<file path="config.mk">
export PLATFORM = sky130hd
export DESIGN_NAME = efuse_autoread
export DESIGN_NICKNAME = d
export VERILOG_FILES = /design/src/rtl/efuse_autoread.sv
export SDC_FILE = /design/constraint.sdc
export NUM_CORES = 1
export LEC_CHECK = 0
export BUFFER_PORTS_ARGS = -buffer_cell sky130_fd_sc_hd__buf_2
export CAP_MARGIN = 20
export CORE_ASPECT_RATIO = 0.5
export CORE_UTILIZATION = 35
export CTS_BUF_LIST = sky130_fd_sc_hd__clkbuf_4
export CTS_CLUSTER_SIZE = 10
export DETAILED_ROUTE_END_ITERATION = 12
export HOLD_SLACK_MARGIN = 0.03
export PLACE_DENSITY = 0.71
export SYNTH_ARGS = -nofsm -noshare
export SYNTH_HDL_FRONTEND = slang
export SYNTH_SLANG_ARGS = --single-unit
</file>
<file path="constraint.sdc">
create_clock -name clk -period 1.7 [get_ports clk]
set_input_delay 0.34 -clock clk [delete_from_list [all_inputs] [get_ports clk]]
set_output_delay 0.34 -clock clk [all_outputs]
set_load 0.05 [all_outputs]
</file>
<file path="src/rtl/efuse_autoread.sv">
module efuse_autoread #(
  parameter int          LAT  = 16,
  parameter logic [31:0] SEED = 32'hC3A5_0F96
) (
  input  logic        clk,
  input  logic        rst_n,
  input  logic        reg_wr,
  input  logic [7:0]  reg_addr,
  input  logic [31:0] reg_wdata,
  output logic [31:0] reg_rdata
);
  localparam logic [7:0] OFF_STAT = 8'h18;
  localparam logic [7:0] OFF_DATA = 8'h20;
  localparam logic [7:0] OFF_CMD  = 8'h24;
  localparam int AW = 10;
  localparam int CW = (LAT > 1) ? $clog2(LAT) : 1;
  localparam logic [CW-1:0] CNT_INIT = CW'(LAT - 1);

  logic          busy, done, cmd_en, cmd_rd;
  logic [AW-1:0] cmd_addr;
  logic [CW-1:0] cnt;
  logic [31:0]   data_q;

  function automatic logic [31:0] fuse_word(input logic [AW-1:0] a);
    return SEED ^ {6'b0, a, 6'b0, ~a};
  endfunction

  wire wr_cmd  = reg_wr && (reg_addr == OFF_CMD);
  wire wr_stat = reg_wr && (reg_addr == OFF_STAT);
  wire start   = wr_cmd && !busy && reg_wdata[0] && reg_wdata[1];
  wire finish  = busy && (cnt == '0);

  always_ff @(posedge clk or negedge rst_n) begin
    if (!rst_n) begin
      busy     <= 1'b0;
      done     <= 1'b0;
      cmd_en   <= 1'b0;
      cmd_rd   <= 1'b0;
      cmd_addr <= '0;
      cnt      <= '0;
      data_q   <= '0;
    end else begin
      if (wr_cmd && !busy) begin
        cmd_en   <= reg_wdata[0];
        cmd_rd   <= reg_wdata[1];
        cmd_addr <= reg_wdata[16 +: AW];
      end
      if (wr_stat && reg_wdata[0])
        done <= 1'b0;
      if (start) begin
        busy <= 1'b1;
        cnt  <= CNT_INIT;
        done <= 1'b0;
      end else if (finish) begin
        busy   <= 1'b0;
        done   <= 1'b1;
        data_q <= fuse_word(cmd_addr);
        cmd_en <= 1'b0;
        cmd_rd <= 1'b0;
      end else if (busy) begin
        cnt <= cnt - 1'b1;
      end
    end
  end

  always_comb begin
    case (reg_addr)
      OFF_STAT: reg_rdata = {31'b0, done};
      OFF_DATA: reg_rdata = data_q;
      OFF_CMD:  reg_rdata = {6'b0, cmd_addr, 14'b0, cmd_rd, cmd_en};
      default:  reg_rdata = '0;
    endcase
  end
endmodule


</file>
* After elaboration in Yosys (flattened, before gate mapping)
Cells that the tools add are included.
** Word-level totals
- Register bits after elaboration :: 42
** Operators by class
- $add $sub $neg :: 1
- Equal/unequal tests :: 4
- Muxes and demuxes :: 15
- Bitwise logic cells :: 3
- Reductions and logical operators :: 14
** Operators with widths (count)
- one-hot mux 32 bit (3 select lines) :: 1
- == test 8 x 6 -> 1 bit, second input constant :: 2
- NOT 14 -> 16 bit :: 1
- 2-to-1 mux 4 bit :: 3
- 2-to-1 mux 1 bit :: 11
- NOT 10 bit :: 1
- == test 8 x 5 -> 1 bit, second input constant :: 1
- logical AND 1 bit :: 7
- logical NOT 4 bit :: 1
- AND reduction 2 bit :: 2
- nonzero test 2 bit :: 2
- subtractor 4 x 1 -> 4 bit, second input constant :: 1
- nonzero test 3 bit :: 1
- != test 2 bit, second input constant :: 1
- logical NOT 1 bit :: 1
- NOT 1 bit :: 1

* Logic depth before layout (Yosys ltp)
- Depth after elaboration :: 7
- Gate-level depth with buffers :: 7
- Depth with buffers taken out :: 5

* Worst setup path after synthesis
Ideal clock, no wire load.
- Kind :: input to output
- Start :: input port reg_addr[7]
- End :: output port reg_rdata[11]
- Arrival time :: 1.954 ns
- Path slack :: -0.594 ns
- Stages :: 5
- Cell sequence :: nor4_4 > and4b_2 > buf_2 > and2_1 > buf_4
** Between the ends
- Cells in the longest elaborated chain, start to end :: 2
- Elaborated cells on any way between the ends :: 4
- Classes of those cells :: eq/ne: 3; mux: 1
** Ends and longest elaborated chain
- from (decl) :: RTL line 8 : input logic [7:0] reg_addr,
- == test 8 x 6 -> 1 bit / == test 8 x 5 -> 1 bit (equally long branches) :: RTL line 67 : case (reg_addr)
- one-hot mux 32 bit (3 select lines) (*) :: RTL line 67
- to (decl) :: RTL line 10 : output logic [31:0] reg_rdata
Every way passes the cells marked *; elsewhere a longest branch is shown, timed or not.

* Worst setup path in the final report
- Start :: input port reg_addr[0]
- End :: output port reg_rdata[11]
Same word-level chain as after synthesis.

==> summary.txt <==
Synth
  • Most numerous cell in the Yosys netlist: nand2_1
  • Top cells by area, synth: dfrtp_1 (49%), nand2_1 (7.8%), mux2_4 (6.7%)
  • Sequential-to-total area share from yosys stat: 49.0%
  • Mapped Cells: 167
  • Area share of the largest cell type after synthesis: 49.0%
  • Post-synth top cells: nand2_1 (37), dfrtp_1 (35), buf_4 (12)
  • Synth Warn #: 0
  • Post-synthesis cell type count: 34
  • #FFs+latches synth: 35
  • Top_reg_cell synth: dfrtp_1
  • Post-Syn Area: 1790 sq um
  • Post-synthesis cell type with the largest combined area: dfrtp_1
  • Syn avg cell area: 10.7 sq um
  • Fraction of registers with async set/reset: 100%
  • EDFF count, synth: 0

GRT
  • Antenna violations before repair: 0
  • Global-route wire length before repair: 6350 microns
  • Total gr overflow: 0
  • Number of global-route vias before repair: 1365
  • Largest net degree at the start of global routing: 36
  • Tot GR Track Use: 16.0%

Placed design
  • Worst slack, placed: -0.269 ns
  • Port buffer count: 46
  • GPL Wtd Cong: 0.752
  • Hpwl dp: 2600 microns

Route
  • Drt drc: 0
  • DRT Pass-1 Iters: 4
  • Via count: 1335
  • Avg WL per Cell: 13.7 microns
  • Vias per std cell: 4.70
  • Wirelength, routed: 3890 microns
  • DR iter-0 viols: 28
  • Final ANT Viol Nets: 0

Setup path
  • CP Capture Type: output port
  • CP required: 1.36 ns
  • Top Family by Delay on Critical Path: simple AND/OR/NAND/NOR gates
  • Crit-path cells: buf_6, nor4_4, and4b_2, buf_12, and2_4, buf_6
  • CP Launch Type: input port
  • Crit Path Max Fanout: 21
  • Reg2reg setup slack: 0.13 ns
  • Crit-path max cell delay: 0.29 ns
  • Bufs and invs on worst path: 3
  • Slowest cell on crit path: and4b_2
  • Crit path DAT: 1.53 ns
  • Crit path kind: input port to output port
  • Cell mode on critical path: buf_6

Clocking
  • Clock root cell: clkbuf_4
  • H-tree levels: 2
  • Worst-path clk slew: 0.11 ns
  • CTS Sinks: 35
  • Hold-fix buffers, CTS: 0
  • Maximum root-to-sink buffer count: 2
  • CTS tree: done
  • CTS Buf Count: 5
  • Worst-Skew Late Latency: 0.34 ns

STA
  • PnR worst setup slack: -0.167 ns
  • Period Utilization, post-route: 110%
  • Hold Slack: 0.0163 ns
  • Clock skew: 0.00770 ns
  • Min Tclk post-route: 1.87 ns
  • Setup Viol. Count Final: 24
  • Hold Fails Final Rpt: 0
  • Slew Viols, Final: 0
  • RSZ-0062 raised after global routing: yes
  • Fmax: 536 MHz

Die
  • CORE AREA: 4640 sq um
  • Die X-Extent: 103 microns
  • Die Span Y: 52.6 microns
  • I/O pin count: 75
  • Initial Utilization: 38.6%
  • Die area: 5420 sq um
  • Row count: 17

Layout
  • Area growth syn-to-layout: 39.7%
  • Nets: 263
  • # diodes: 0
  • Fin util: 53.9%
  • Fraction of layout cells with a size suffix above 1: 46.8%

Status
  • Failing checks: setup timing
  • Status: finished with violations

Min path
  • Hold Crit Class: input port to asynchronous set/reset pin

Pwr
  • Total power: 1790 uW
  • Worst vdd ir: 0.000354 V
  • PD cells: 718 nW/um^2
  • Leakage: 0.00134 uW

Flow run
  • Max-Cap Viols: 0
## cell usage in the layout, fill, tap and decap left out, types with 2 or more instances in the layout
cell type	synthesis	layout
buf_12	0	2
nand3_1	2	2
and4bb_2	2	2
and2_4	0	2
and3_1	2	2
buf_6	1	14
ha_1	2	2
a21oi_1	2	2
o21a_1	3	3
buf_2	3	20
buf_8	0	13
buf_4	12	8
and2_2	1	8
mux2_2	2	2
o21ai_0	8	8
dfrtp_1	35	35
nand2_1	37	37
nor2_1	2	2
mux2i_1	3	3
a22o_4	0	10
conb_1	1	8
mux2_4	8	8
inv_1	5	5
clkbuf_4	0	6
## power by group
part           switching (uW)  total [uW]  leakage (uW)  internal [uW]
clock network             278         598     0.0000417            319
registers                63.8         965      0.000438            901
logic                     138         232      0.000855           93.7
## registers in the layout, indices dropped and copies added, names as in the netlist
register	cells
data_q	17
done	1
cmd_rd	1
cnt	4
cmd_en	1
cmd_addr	10
busy	1
## kinds of logic (layout without fill, tap and decap cells)
logic type      count (synthesis)  count (layout)  synth area share, %
buf+inv                        25              69                 8.39
fa+ha+maj                       2               2                 1.40
simple gates                   65              65                 20.9
compound gates                 26              26                 10.5
other cells                     1               8                0.210
flops                          35              35                 49.0
mux                            13              13                 9.65
## final cells by class
type / instances / area (sq um)
clock buffers: 6 / 45.0
clock inverters: 1 / 30.0
fillers: 388 / 2140
inverters: 5 / 18.8
multi-input cells: 114 / 893
flip-flops and latches: 35 / 876
well taps: 66 / 82.6
repair buffers: 57 / 553
## through the flow
step,instances,TNS [ns],cell area [sq um]
final,284,-3.05,2500
after CTS,284,-3.04,2490
after floorplan,174,-2.40,1950
after detailed placement,276,-5.98,2200
after global placement,276,-5.75,2200
after global routing,284,-5.23,2500
## worst reg2reg max path: stages (launching register included)
cell      delay [ns]
dfrtp_1         0.41
inv_1           0.09
ha_1            0.23
and4bb_2        0.34
or3_1           0.37
nand3_1         0.08
## final timing paths
| check | start | end | cells after the start |
|---|---|---|---|
| setup / recovery | reg_addr[0] | reg_rdata[11] | 6 |
| hold / removal | rst_n | cnt[3] | 2 |
| setup reg to reg | cnt[0] | cnt[2] | 5 |
| hold reg to reg | data_q[30] | data_q[30] | 1 |
| max in group asynchronous | rst_n | cmd_addr[0] | 2 |
| min in group clk | reg_wdata[24] | cmd_addr[8] | 2 |
## layer usage
layer  up-vias  track usage (%)  wire length, microns
li1        654                -                     -
met1       654             18.3                  1640
met2        22             29.9                  2100
met3         5             3.33                   101
met4         0             6.34                    45
met5         -                0                     0
## repair_timing
| action | CTS | global route |
|---|---|---|
| endpoints found under the hold margin | 0 | 0 |
| pin swaps | 1 | 1 |
| gates resized for setup | 63 | 2 |
| setup endpoints to repair | 24 | 24 |
| setup buffers | 1 | 0 |
(Power assumes the default switching activity.)
